### src/rtl/irq_seq_pkg.sv
package irq_seq_pkg;
  typedef enum logic [2:0] {
    ST_IDLE,
    ST_PUSH_PC,
    ST_PUSH_PSR,
    ST_POP_PSR_RQ,
    ST_POP_PSR_WT,
    ST_POP_PC_RQ,
    ST_POP_PC_WT
  } seq_state_e;
endpackage

### src/rtl/irq_seq_arb.sv
module irq_seq_arb #(
  parameter int LVL_W = 3
) (
  input  logic             idle,
  input  logic             insn_done,
  input  logic             reti_cmd,
  input  logic             nmi_pend,
  input  logic             irq_valid,
  input  logic [LVL_W-1:0] irq_level,
  input  logic             ie,
  input  logic [LVL_W-1:0] il,
  output logic             take_nmi,
  output logic             take_irq
);
  logic can_enter;
  logic lvl_above;

  always_comb begin
    can_enter = idle && insn_done && !reti_cmd;
    lvl_above = irq_level > il;
    take_nmi  = can_enter && nmi_pend;
    take_irq  = can_enter && !nmi_pend && irq_valid && ie && lvl_above;
  end
endmodule

### src/rtl/irq_seq_vec.sv
module irq_seq_vec #(
  parameter int W    = 16,
  parameter int VN_W = 5
) (
  input  logic [W-1:0]    base,
  input  logic [VN_W-1:0] vecnum,
  output logic [W-1:0]    vaddr
);
  localparam int OFS_W = VN_W + 2;
  logic [OFS_W-1:0] ofs;

  always_comb begin
    ofs   = {vecnum, 2'b00};
    vaddr = base + W'(ofs);
  end
endmodule

### src/rtl/irq_seq_sp.sv
module irq_seq_sp #(
  parameter int          W       = 16,
  parameter int          STEP    = 2,
  parameter logic [W-1:0] SP_INIT = '0
) (
  input  logic         clk,
  input  logic         rst_n,
  input  logic         dec,
  input  logic         inc,
  output logic [W-1:0] sp_q,
  output logic [W-1:0] sp_dn
);
  always_comb sp_dn = sp_q - W'(STEP);

  always_ff @(posedge clk or negedge rst_n) begin
    if (!rst_n)   sp_q <= SP_INIT;
    else if (dec) sp_q <= sp_dn;
    else if (inc) sp_q <= sp_q + W'(STEP);
  end
endmodule

### src/rtl/irq_seq.sv
module irq_seq
  import irq_seq_pkg::*;
#(
  parameter int           W        = 16,
  parameter int           LVL_W    = 3,
  parameter int           VN_W     = 5,
  parameter int           NMI_VEC  = 1,
  parameter logic [W-1:0] RESET_PC = 16'h0100,
  parameter logic [W-1:0] SP_INIT  = 16'h0800
) (
  input  logic             clk,
  input  logic             rst_n,
  input  logic             insn_done,
  input  logic [W-1:0]     insn_next_pc,
  input  logic             irq_valid,
  output logic             irq_ready,
  input  logic [LVL_W-1:0] irq_level,
  input  logic [VN_W-1:0]  irq_vecnum,
  input  logic             nmi_req,
  input  logic             reti_cmd,
  input  logic [W-1:0]     vec_base,
  input  logic             psr_wr_en,
  input  logic [W-1:0]     psr_wr_data,
  output logic             mem_req_valid,
  input  logic             mem_req_ready,
  output logic             mem_req_we,
  output logic [W-1:0]     mem_addr,
  output logic [W-1:0]     mem_wdata,
  input  logic             mem_rsp_valid,
  input  logic [W-1:0]     mem_rsp_data,
  output logic [W-1:0]     pc,
  output logic             psr_ie,
  output logic [LVL_W-1:0] psr_il,
  output logic [W-1:0]     sp,
  output logic             busy
);
  localparam int STEP = W / 8;

  seq_state_e       st_q;
  logic [W-1:0]     pc_q;
  logic             ie_q;
  logic [LVL_W-1:0] il_q;
  logic             nmi_pend_q;
  logic             ent_nmi_q;
  logic [LVL_W-1:0] ent_lvl_q;
  logic [VN_W-1:0]  ent_vec_q;
  logic [W-1:0]     pop_psr_q;

  logic             idle;
  logic             nmi_now;
  logic             take_nmi;
  logic             take_irq;
  logic             req_hs;
  logic             rsp_take;
  logic             sp_dec;
  logic             sp_inc;
  logic [W-1:0]     sp_q;
  logic [W-1:0]     sp_dn;
  logic [W-1:0]     vec_addr;
  logic [W-1:0]     psr_word;

  always_comb begin
    idle     = (st_q == ST_IDLE);
    nmi_now  = nmi_pend_q || nmi_req;
    psr_word = W'({il_q, ie_q});
  end

  irq_seq_arb #(.LVL_W(LVL_W)) arb_i (
    .idle      (idle),
    .insn_done (insn_done),
    .reti_cmd  (reti_cmd),
    .nmi_pend  (nmi_now),
    .irq_valid (irq_valid),
    .irq_level (irq_level),
    .ie        (ie_q),
    .il        (il_q),
    .take_nmi  (take_nmi),
    .take_irq  (take_irq)
  );

  irq_seq_vec #(.W(W), .VN_W(VN_W)) vec_i (
    .base   (vec_base),
    .vecnum (ent_vec_q),
    .vaddr  (vec_addr)
  );

  irq_seq_sp #(.W(W), .STEP(STEP), .SP_INIT(SP_INIT)) sp_i (
    .clk   (clk),
    .rst_n (rst_n),
    .dec   (sp_dec),
    .inc   (sp_inc),
    .sp_q  (sp_q),
    .sp_dn (sp_dn)
  );

  // stack port drive per state
  always_comb begin
    mem_req_valid = 1'b0;
    mem_req_we    = 1'b0;
    mem_addr      = sp_q;
    mem_wdata     = '0;
    unique case (st_q)
      ST_PUSH_PC: begin
        mem_req_valid = 1'b1;
        mem_req_we    = 1'b1;
        mem_addr      = sp_dn;
        mem_wdata     = pc_q;
      end
      ST_PUSH_PSR: begin
        mem_req_valid = 1'b1;
        mem_req_we    = 1'b1;
        mem_addr      = sp_dn;
        mem_wdata     = psr_word;
      end
      ST_POP_PSR_RQ, ST_POP_PC_RQ: begin
        mem_req_valid = 1'b1;
      end
      default: ;
    endcase
    req_hs   = mem_req_valid && mem_req_ready;
    rsp_take = mem_rsp_valid && (st_q == ST_POP_PSR_WT || st_q == ST_POP_PC_WT);
    sp_dec   = req_hs && mem_req_we;
    sp_inc   = rsp_take;
  end

  always_ff @(posedge clk or negedge rst_n) begin
    if (!rst_n) begin
      st_q       <= ST_IDLE;
      pc_q       <= RESET_PC;
      ie_q       <= 1'b0;
      il_q       <= '0;
      nmi_pend_q <= 1'b0;
      ent_nmi_q  <= 1'b0;
      ent_lvl_q  <= '0;
      ent_vec_q  <= '0;
      pop_psr_q  <= '0;
    end else begin
      unique case (st_q)
        ST_IDLE: begin
          nmi_pend_q <= take_nmi ? 1'b0 : nmi_now;
          if (reti_cmd) begin
            st_q <= ST_POP_PSR_RQ;
          end else if (take_nmi || take_irq) begin
            st_q      <= ST_PUSH_PC;
            pc_q      <= insn_next_pc;
            ent_nmi_q <= take_nmi;
            ent_lvl_q <= irq_level;
            ent_vec_q <= take_nmi ? VN_W'(NMI_VEC) : irq_vecnum;
          end else begin
            if (insn_done) pc_q <= insn_next_pc;
            if (psr_wr_en) begin
              ie_q <= psr_wr_data[0];
              il_q <= psr_wr_data[LVL_W:1];
            end
          end
        end
        ST_PUSH_PC: begin
          if (req_hs) st_q <= ST_PUSH_PSR;
        end
        ST_PUSH_PSR: begin
          if (req_hs) begin
            st_q <= ST_IDLE;
            ie_q <= 1'b0;
            if (!ent_nmi_q) il_q <= ent_lvl_q;
            pc_q <= vec_addr;
          end
        end
        ST_POP_PSR_RQ: begin
          if (req_hs) st_q <= ST_POP_PSR_WT;
        end
        ST_POP_PSR_WT: begin
          if (rsp_take) begin
            pop_psr_q <= mem_rsp_data;
            st_q      <= ST_POP_PC_RQ;
          end
        end
        ST_POP_PC_RQ: begin
          if (req_hs) st_q <= ST_POP_PC_WT;
        end
        ST_POP_PC_WT: begin
          if (rsp_take) begin
            pc_q <= mem_rsp_data;
            ie_q <= pop_psr_q[0];
            il_q <= pop_psr_q[LVL_W:1];
            st_q <= ST_IDLE;
          end
        end
        default: st_q <= ST_IDLE;
      endcase
    end
  end

  always_comb begin
    irq_ready = take_irq;
    pc        = pc_q;
    psr_ie    = ie_q;
    psr_il    = il_q;
    sp        = sp_q;
    busy      = !idle;
  end
endmodule

### config.mk
export PLATFORM = sky130hd
export DESIGN_NAME = irq_seq
export DESIGN_NICKNAME = d
export VERILOG_FILES = /design/src/rtl/irq_seq_pkg.sv /design/src/rtl/irq_seq_arb.sv /design/src/rtl/irq_seq_vec.sv /design/src/rtl/irq_seq_sp.sv /design/src/rtl/irq_seq.sv
export SDC_FILE = /design/constraint.sdc
export NUM_CORES = 1
export LEC_CHECK = 0
export BUFFER_PORTS_ARGS = -buffer_cell sky130_fd_sc_hd__buf_2
export CAP_MARGIN = 5
export CORE_MARGIN = 3
export CORE_UTILIZATION = 37
export CTS_BUF_LIST = sky130_fd_sc_hd__clkbuf_16
export DETAILED_ROUTE_END_ITERATION = 6
export PLACE_DENSITY = 0.67
export SETUP_SLACK_MARGIN = 0.2
export SLEW_MARGIN = 20
export SYNTH_ARGS = -nofsm -noshare
export SYNTH_HDL_FRONTEND = slang
export SYNTH_HIERARCHICAL = 1
export SYNTH_SLANG_ARGS = --single-unit
### constraint.sdc
create_clock -name clk -period 2.7 [get_ports clk]
set_clock_uncertainty 0.2 [all_clocks]
set_input_delay 0.54 -clock clk [delete_from_list [all_inputs] [get_ports clk]]
set_output_delay 0.54 -clock clk [all_outputs]
set_load 0.02 [all_outputs]
==> flow_metrics.env, run 1 <==
export IMPL_grt_pass1_vias=3760
export IMPL_p_int_mw=4.24
export IMPL_grt_max_degree=42
export IMPL_power_density_mw_per_mm2=1300
export IMPL_ff2ff_path_depth=9
export IMPL_hp_class="in -> async"
export IMPL_firstDrtPassIters=4
export IMPL_grt_pass1_wl_mm=18.3
export IMPL_via_per_inst=5.21
export IMPL_hold_violations=0
export IMPL_setup_violations_final=14
export IMPL_synth_area_mm2=0.00409
export IMPL_p_sw_mw=3.42
export IMPL_startpoint_type="flop"
export IMPL_grt_total_usage_pct=17.7
export IMPL_critPathLaunch="sp_i/sp_q[9]"
export IMPL_clkTransAtPathRegs_ns=0.07
export IMPL_dp_hpwl_mm=8.47
export IMPL_antenna_found_initial=0
export IMPL_fin_ws_ns=-0.127
export IMPL_sequentialPowerShare_pct=20.9
export IMPL_max_slew_margin_rel_pct=59.8
export IMPL_diodes=0
export IMPL_worst_slew_pin_slew_ns=0.602
export IMPL_p_comb_share_pct=71.0
export IMPL_grt_ovfl_total=0
export IMPL_required_ns=1.96
export IMPL_dp_cells=709
export IMPL_reg2reg_slack_ns=0.17
export IMPL_maxCapViolations=0
export IMPL_start_util_pct=38.9
export IMPL_dr_first_iter_drc_count=153
export IMPL_cp_arrival_ns=2.09
export IMPL_status="finished, violations left"
export IMPL_place_gp_congestion=0.888
export IMPL_final_antenna_net_count=0
export IMPL_synth_top_flop_cell="dfrtp_1"
export IMPL_fin_cells=740
export IMPL_num_rows=37
export IMPL_period_minus_slack_ns=2.83
export IMPL_root_buffer="clkbuf_16"
export IMPL_cts_inserted_buffers=5
export IMPL_drive_gt1_share_pct=51.8
export IMPL_swShare_pct=44.6
export IMPL_crit_path_max_fanout=4
export IMPL_ys_ff_latch=52
export IMPL_clkLatencyLatePin_ns=0.29
export IMPL_cts_sinks=52
export IMPL_die_w_um=111
export IMPL_clockPowerShare_pct=8.1
export IMPL_timing_rr_end="pc[12]"
export IMPL_rsz0062_at_grt="true"
export IMPL_yosysWarnings=6
export IMPL_post_drt_wl_per_cell_um=16.0
export IMPL_fmax_mhz=354
export IMPL_synth_edf_count=0
export IMPL_tns_ns=-1.03
export IMPL_drv_slew=0
export IMPL_synth_async_sr_flop_share_pct=100
export IMPL_ys_seq_area_share_pct=31.9
export IMPL_crit_type="reg -> out"
export IMPL_cts_buffer_depth=2
export IMPL_syn_area_per_cell_um2=9.35
export IMPL_syn_to_final_growth_pct=44.4
export IMPL_r2r_start="st_q[2]"
export IMPL_finish_net_count=695
export IMPL_cp_end_kind="output port"
export IMPL_synth_cell_types=69
export IMPL_wl_mm=11.8
export IMPL_fin_util_pct=56.1
export IMPL_htreeDepth=2
export IMPL_portBuffers=138
export IMPL_syn_inst=437
export IMPL_dieArea_mm2=0.0123
export IMPL_multi_input_area_mm2=0.00285
export IMPL_place_ws_ns=-0.0738
export IMPL_seqCellArea_mm2=0.00131
export IMPL_die_height_um=111
export IMPL_core_area_mm2=0.0105
export IMPL_period_share_pct=105
export IMPL_fillCellCount=907
export IMPL_remaining_drc_errors=0
export IMPL_ios=153
export IMPL_vias=3852
export IMPL_cts_tree="built"
export IMPL_ir_drop_mv=0.808
export IMPL_violations="negative setup slack"
export IMPL_p_leak_nw=2.88
==> power by group through the flow <==
stage                     Combinational, mW  Sequential, mW  Clock [mW]
final                                  5.44            1.60       0.624
after global routing                   5.80            1.66       0.673
after CTS                              4.78            1.58       0.646
after detailed placement               4.28            1.57           0
after global placement                 4.19            1.55           0
after floorplan                        2.84            1.78           0
==> per-stage QoR <==
step           total power, mW  cell area (um2)  hold slack (ns)
5_1_grt                   8.13             5900           0.0854
2_1_floorplan             4.62             4170           0.0444
4_1_cts                   7.01             5510           0.0713
6_report                  7.66             5900           0.0586
3_3_place_gp              5.74             5060            0.262
3_5_place_dp              5.85             5060            0.273
==> state kept, by name (all words and copies together) (netlist names), 3 cells and up <==
register	cells
psr_il	3
sp_i/sp_q	15
ent_lvl_q	3
pc	16
st_q	3
pop_psr_q	4
ent_vec_q	5
==> synth_stat cells, types with 4 or more instances <==
cell type | number | area [um2]
dfrtp_1 | 50 | 1250
nand2_1 | 39 | 146
mux2_2 | 33 | 372
o21ai_0 | 32 | 160
nor2_1 | 27 | 101
inv_1 | 21 | 78.8
mux2i_1 | 20 | 200
xor2_1 | 19 | 166
xnor2_1 | 17 | 149
and2_1 | 14 | 87.6
clkbuf_1 | 12 | 45.0
ha_1 | 10 | 125
mux2_4 | 10 | 150
a21oi_1 | 9 | 45.0
nor3_1 | 9 | 45.0
nand3_1 | 8 | 40.0
nand4_1 | 8 | 50.1
buf_2 | 6 | 30.0
a22oi_1 | 5 | 37.5
nand3b_1 | 5 | 37.5
nor3b_1 | 5 | 37.5
nor4_1 | 5 | 31.3
buf_4 | 4 | 30.0
o22ai_1 | 4 | 25.0
==> worst max-delay path by stage <==
stage / endpoint / slack (ns) / cells past startpoint
6_report: mem_addr[14] / -0.13 / 6
5_1_grt: mem_addr[14] / -0.19 / 6
3_5_place_dp: psr_il[0] / -0.07 / 11
3_3_place_gp: psr_il[0] / -0.08 / 11
4_1_cts: mem_addr[8] / -0.1 / 5
2_1_floorplan: pc[0] / -0.16 / 12
==> layout make-up <==
type                       instances  share of cell area, %
timing repair buffer             190                   22.7
tap                              136                   2.88
inverter                          21                   1.44
multi-input combinational        333                   48.4
sequential                        52                   22.2
clock inverter                     3                  0.318
clock buffer                       5                   2.12
==> cells by family (layout without fill, tap and decap cells) <==
| family | Yosys count | count (layout) | synth area share [%] |
|---|---|---|---|
| xor+xnor | 36 | 36 | 7.72 |
| fa+ha+maj | 11 | 11 | 3.55 |
| buf+inv | 53 | 219 | 6.86 |
| mux | 64 | 64 | 17.9 |
| simple gates | 144 | 144 | 19.3 |
| other cells | 1 | 2 | 0.0918 |
| flops | 52 | 52 | 31.9 |
| compound gates | 76 | 76 | 12.6 |
==> per-layer routing <==
metal | up-vias | part of all wire (%) | track usage (%)
li1 | 1873 | - | -
met1 | 1864 | 43 | 22.1
met2 | 103 | 52 | 31.6
met3 | 12 | 4.3 | 2.89
met4 | 0 | 1.1 | 4.62
met5 | - | 0 | 0
==> layout by cell type (no fill, tap or decap), types with 5 or more instances in the layout <==
cell,n
a21oi_1,7
a22oi_1,5
and2_1,7
and2_4,7
buf_2,120
buf_4,34
buf_6,28
clkbuf_16,6
dfrtp_1,44
dfrtp_2,6
ha_1,8
inv_1,17
mux2_2,11
mux2_4,33
mux2i_1,20
nand2_1,37
nand3_1,6
nand3b_1,5
nand4_1,8
nor2_1,21
nor3_1,5
o21ai_0,28
o21ai_1,5
xnor2_1,16
xor2_1,19
==> repair_timing <==
item	CTS	global route
buffers inserted	8	10
hold endpoints to repair	0	0
gates cloned	2	3
hold buffers	0	0
gates resized for setup	41	88
setup endpoints to repair	56	66
pin swaps	9	12
==> worst max-delay path, cell delays in order (launching register included) <==
cell and delay [ns]:
dfrtp_2 0.40, or3_4 0.39, or3_4 0.38, nor2_2 0.12
xor2_1 0.09, mux2_4 0.27, buf_2 0.16
(Power assumes the default switching activity.)
==> run 2: changes to the inputs <==
CORE_MARGIN = 10   (was 3)
PLACE_DENSITY = 0.65   (was 0.67)
clock period = 3.55 ns   (was 2.7 ns; I/O delays follow)
==> run 2 against run 1 <==
Effect of this change: clock power is 13% lower; sequential power fell by 19%; wire length fell by 1.0%; critical path depth stayed put; worst hold slack better by 0.22 ns; sequential share of layout area increased by 3.9 points; die area up 27%; utilization decreased by 9.9 points; largest power group unchanged; clock-buffer cell count is the same; total power shrank 37%; the run now ends clean; first-iteration DRC count is 20% higher.
==> flow_metrics.env, run 2 (same netlist as run 1, synthesis figures left out) <==
export IMPL_status="complete, no violations"
export IMPL_portBuffers=138
export IMPL_fmax_mhz=310
export IMPL_htreeDepth=2
export IMPL_fin_cells=703
export IMPL_period_share_pct=90.9
export IMPL_largest_reg_flops=16
export IMPL_worst_slew_pin_slew_ns=0.707
export IMPL_drive_gt1_share_pct=39.9
export IMPL_clkLatencyLatePin_ns=0.29
export IMPL_remaining_drc_errors=0
export IMPL_grt_max_degree=53
export IMPL_post_drt_wl_per_cell_um=16.7
export IMPL_die_w_um=125
export IMPL_multi_input_area_mm2=0.00252
export IMPL_finish_net_count=653
export IMPL_critPathLaunch="sp_i/sp_q[9]"
export IMPL_antenna_found_initial=1
export IMPL_num_rows=38
export IMPL_critical_path_slowest_cell="dfrtp_2"
export IMPL_maxCapViolations=0
export IMPL_start_util_pct=37.7
export IMPL_tns_ns=0
export IMPL_cp_cell_sequence="or3_4, or3_4, nor3_1, xor2_1, mux2_2, buf_2"
export IMPL_fillCellCount=1058
export IMPL_power_density_mw_per_mm2=957
export IMPL_firstDrtPassIters=4
export IMPL_r2r_start="st_q[1]"
export IMPL_final_antenna_net_count=0
export IMPL_path_buf_inv=1
export IMPL_fin_ws_ns=0.322
export IMPL_die_height_um=125
export IMPL_required_ns=2.64
export IMPL_post_cts_buffers=0
export IMPL_place_ws_ns=0.445
export IMPL_worst_path_most_repeated_cell="or3_4"
export IMPL_dr_first_iter_drc_count=183
export IMPL_dp_hpwl_mm=9.04
export IMPL_rsz0062_at_grt="true"
export IMPL_grt_pass1_wl_mm=19.3
export IMPL_crit_type="reg -> out"
export IMPL_crit_path_max_fanout=11
export IMPL_syn_to_final_growth_pct=22.6
export IMPL_grt_total_usage_pct=14.4
export IMPL_mostFrequentLayoutCell="buf_2"
export IMPL_period_minus_slack_ns=3.23
export IMPL_startpoint_type="flop"
export IMPL_wl_mm=11.7
export IMPL_layout_common_cells="138 x buf_2, 48 x dfrtp_1, 39 x nand2_1"
export IMPL_max_stage_delay_ns=0.49
export IMPL_core_area_mm2=0.0108
export IMPL_fin_util_pct=46.2
export IMPL_cp_top_family="simple AND/OR/NAND/NOR gates"
export IMPL_cp_arrival_ns=2.32
export IMPL_hold_start="nmi_pend_q"
export IMPL_max_slew_margin_rel_pct=52.8
export IMPL_grt_ovfl_total=0
export IMPL_clkTransAtPathRegs_ns=0.07
export IMPL_seqCellArea_mm2=0.00131
export IMPL_cts_inserted_buffers=5
export IMPL_ir_drop_mv=0.552
export IMPL_cts_sinks=52
export IMPL_hp_class="reg -> reg"
export IMPL_p_leak_nw=2.49
export IMPL_cts_buffer_depth=2
export IMPL_place_gp_congestion=0.862
export IMPL_drv_slew=0
export IMPL_root_buffer="clkbuf_16"
export IMPL_setup_violations_final=0
export IMPL_vias=3566
export IMPL_grt_pass1_vias=3757
export IMPL_dieArea_mm2=0.0156
export IMPL_dp_cells=694
export IMPL_p_total_mw=4.79
export IMPL_ios=153
export IMPL_cp_end_kind="output port"
export IMPL_cts_tree="built"
export IMPL_via_per_inst=5.07
export IMPL_hold_violations=0
==> run 2: cell count changes in the layout (fill, tap and decap cells not counted), sizes merged <==
| cell | change |
|---|---|
| clkinv | +1 |
| clkbuf | -2 |
| diode | +1 |
| clkinvlp | -3 |
| buf | -40 |
| inv | +1 |
| bufinv | +1 |
==> run 2: worst min-delay path, cell delays in order (launching register included) <==
cell and delay [ns]:
dfrtp_1 0.34, nand2_1 0.05, o31ai_1 0.05
==> run 2: per-stage QoR <==
step                cell area [um2]  hold slack, ns
finish                         5010           0.280
global route                   5000           0.336
CTS                            4990           0.283
detailed placement             4830           0.267
global placement               4830           0.266
floorplan                      4090           0.214
==> run 2: report_power, final <==
group          switching (mW)  internal (mW)
clock                   0.213          0.328
sequential              0.408          0.891
combinational            1.66           1.29
total                    2.28           2.51
==> run 2: cell type report <==
class,instances,share of cell area [%]
multi-input cells,333,50.2
flip-flops and latches,52,26.1
repair buffers,148,15.3
well taps,140,3.50
clock buffers,5,2.50
inverters,21,1.57
clock inverters,3,0.750
diodes,1,0.0500
==> run 2: what timing repair did <==
item,in CTS,in global routing
endpoints found under the setup margin,0,2
gates resized for setup,0,4
hold buffers,0,0
endpoints found under the hold margin,0,0
==> run 2: path summary, 6_finish.rpt <==
check	endpoint	slack (ns)	cells past startpoint
max	mem_addr[15]	0.32	6
min	nmi_pend_q	0.28	2
max reg2reg	pc[9]	0.53	9
min reg2reg	nmi_pend_q	0.28	2
max in group asynchronous	sp_i/sp_q[9]	2.29	2
min in group asynchronous	pc[15]	0.36	2
==> run 2: per-layer routing <==
metal  vias up  part of all wire [%]  global-route usage [%]
met2        97                    49                    24.8
met1      1683                    43                    17.1
li1       1773                     -                       -
met5         -                     0                       0
met3        13                   6.2                    4.35
met4         0                   1.1                    3.66
==> run 3: changes to the inputs <==
--- a/constraint.sdc
+++ b/constraint.sdc
@@ -4,2 +4,2 @@
 set_output_delay 0.71 -clock clk [all_outputs]
-set_load 0.02 [all_outputs]
+set_load 0.005 [all_outputs]
==> run 3 against run 2 <==
Effect of this change: combinational power fell by 18%; sequential share of layout area barely moved; fmax rose by 0.94%; worst hold slack improved by 0.0013 ns; clock power barely moved; sequential power barely moved; total power fell by 11%; die area did not move; clock-buffer cell count did not move; wire length barely moved; final area fell by 0.22%; via count fell by 0.22%.
==> flow_metrics.env, run 3 (same netlist as run 1, synthesis figures left out) <==
export IMPL_worst_path_most_repeated_cell="or3_4"
export IMPL_cts_tree="built"
export IMPL_place_gp_congestion=0.870
export IMPL_worstHoldPathCells=2
export IMPL_place_ws_ns=0.491
export IMPL_p_leak_nw=2.49
export IMPL_dr_first_iter_drc_count=226
export IMPL_wl_mm=11.7
export IMPL_cp_cell_sequence="or3_4, or3_4, nor3_1, xor2_1, mux2_2, buf_2"
export IMPL_path_buf_inv=1
export IMPL_dp_cells=694
export IMPL_grt_ovfl_total=0
export IMPL_fmax_mhz=313
export IMPL_final_antenna_net_count=0
export IMPL_fillCellCount=1087
export IMPL_hold_violations=0
export IMPL_via_per_inst=5.06
export IMPL_layout_common_cells="138 x buf_2, 49 x dfrtp_1, 39 x nand2_1"
export IMPL_grt_pass1_wl_mm=19.1
export IMPL_period_minus_slack_ns=3.20
export IMPL_htreeDepth=2
export IMPL_syn_to_final_growth_pct=22.3
export IMPL_fin_util_pct=46.1
export IMPL_p_total_mw=4.26
export IMPL_hold_start="nmi_pend_q"
export IMPL_grt_pass1_vias=3725
export IMPL_max_stage_delay_ns=0.49
export IMPL_grt_max_degree=53
export IMPL_timing_rr_end="pc[9]"
export IMPL_cp_arrival_ns=2.29
export IMPL_ff2ff_path_depth=9
export IMPL_root_buffer="clkbuf_16"
export IMPL_cts_buffer_depth=2
export IMPL_critical_path_slowest_cell="dfrtp_2"
export IMPL_period_share_pct=90.1
export IMPL_dieArea_mm2=0.0156
export IMPL_num_rows=38
export IMPL_finish_net_count=653
export IMPL_start_util_pct=37.7
export IMPL_setup_violations_final=0
export IMPL_cp_end_kind="output port"
export IMPL_cp_top_family="simple AND/OR/NAND/NOR gates"
export IMPL_grt_total_usage_pct=14.2
export IMPL_hp_class="reg -> reg"
export IMPL_remaining_drc_errors=0
export IMPL_firstDrtPassIters=4
export IMPL_status="complete, no violations"
export IMPL_placed_cell_area_mm2=0.00483
export IMPL_cts_hold_buf=0
export IMPL_post_drt_wl_per_cell_um=16.7
export IMPL_drv_slew=0
export IMPL_antenna_found_initial=1
export IMPL_mostFrequentLayoutCell="buf_2"
export IMPL_fin_cells=703
export IMPL_die_w_um=125
export IMPL_portBuffers=138
export IMPL_largest_reg_flops=16
export IMPL_cts_inserted_buffers=5
export IMPL_die_height_um=125
export IMPL_ir_drop_mv=0.433
export IMPL_fin_area_mm2=0.00500
export IMPL_vias=3558
export IMPL_ios=153
export IMPL_maxCapViolations=0
export IMPL_reg2reg_slack_ns=0.52
export IMPL_clkTransAtPathRegs_ns=0.07
export IMPL_drive_gt1_share_pct=39.7
export IMPL_crit_type="reg -> out"
export IMPL_r2r_start="st_q[1]"
export IMPL_crit_path_max_fanout=11
export IMPL_tns_ns=0
export IMPL_max_slew_margin_rel_pct=52.8
export IMPL_whs_ns=0.282
export IMPL_critical_path_depth=6
export IMPL_rsz0062_at_grt="false"
export IMPL_dp_hpwl_mm=9.15
export IMPL_min_to="nmi_pend_q"
export IMPL_clkLatencyLatePin_ns=0.29
export IMPL_worst_slew_pin_slew_ns=0.707
export IMPL_fin_ws_ns=0.352
export IMPL_core_area_mm2=0.0108
export IMPL_required_ns=2.64
export IMPL_startpoint_type="flop"
export IMPL_cts_sinks=52
export IMPL_power_density_mw_per_mm2=852
## run 3: cell types whose count changed in the layout (fill, tap and decap cells not counted), sizes merged
cell	delta
inv	+1
clkinv	-1
## run 3: layer usage
| layer | global-route usage, % | vias up | share of wire [%] | wire, um |
|---|---|---|---|---|
| li1 | - | 1783 | - | - |
| met1 | 17.3 | 1660 | 44 | 5110 |
| met2 | 24.6 | 103 | 50 | 5810 |
| met3 | 3.68 | 12 | 5.8 | 682 |
| met4 | 3.12 | 0 | 0.96 | 113 |
| met5 | 0 | - | 0 | 0 |
## run 3: worst max-delay path by stage
stage                         to           from
floorplan                  pc[0]        st_q[2]
global placement          pc[10]   irq_level[1]
detailed placement     psr_il[0]   irq_level[1]
CTS                 mem_addr[15]   sp_i/sp_q[9]
global route        mem_addr[15]  sp_i/sp_q[10]
finish              mem_addr[15]   sp_i/sp_q[9]
## run 3: layout make-up
type	count	area [um2]	share of cell area, %
clock buffers	5	125	2.50
diodes	1	2.50	0.0501
repair buffers	148	766	15.3
flip-flops and latches	52	1310	26.1
well taps	140	175	3.51
clock inverters	3	38.8	0.776
multi-input cells	333	2500	50.1
inverters	21	78.8	1.58
## run 3: repair_timing
| item | CTS | global route |
|---|---|---|
| endpoints found under the setup margin | 0 | 1 |
| buffers inserted | 0 | 0 |
| resized for setup | 0 | 1 |
## run 3: worst register-to-register path: stages (launching register included)
cell     delay [ns]
dfrtp_1        0.50
or3_1          0.53
inv_1          0.09
nand2_1        0.07
nor4_1         0.29
o211a_1        0.27
nor4_1         0.07
or3_1          0.32
buf_4          0.23
mux2_1         0.34
## run 3: report_power, final
part / switching (mW) / internal, mW / leakage, nW
registers: 0.395 / 0.891 / 0.628
logic: 1.16 / 1.27 / 1.78
clock network: 0.214 / 0.329 / 0.0850
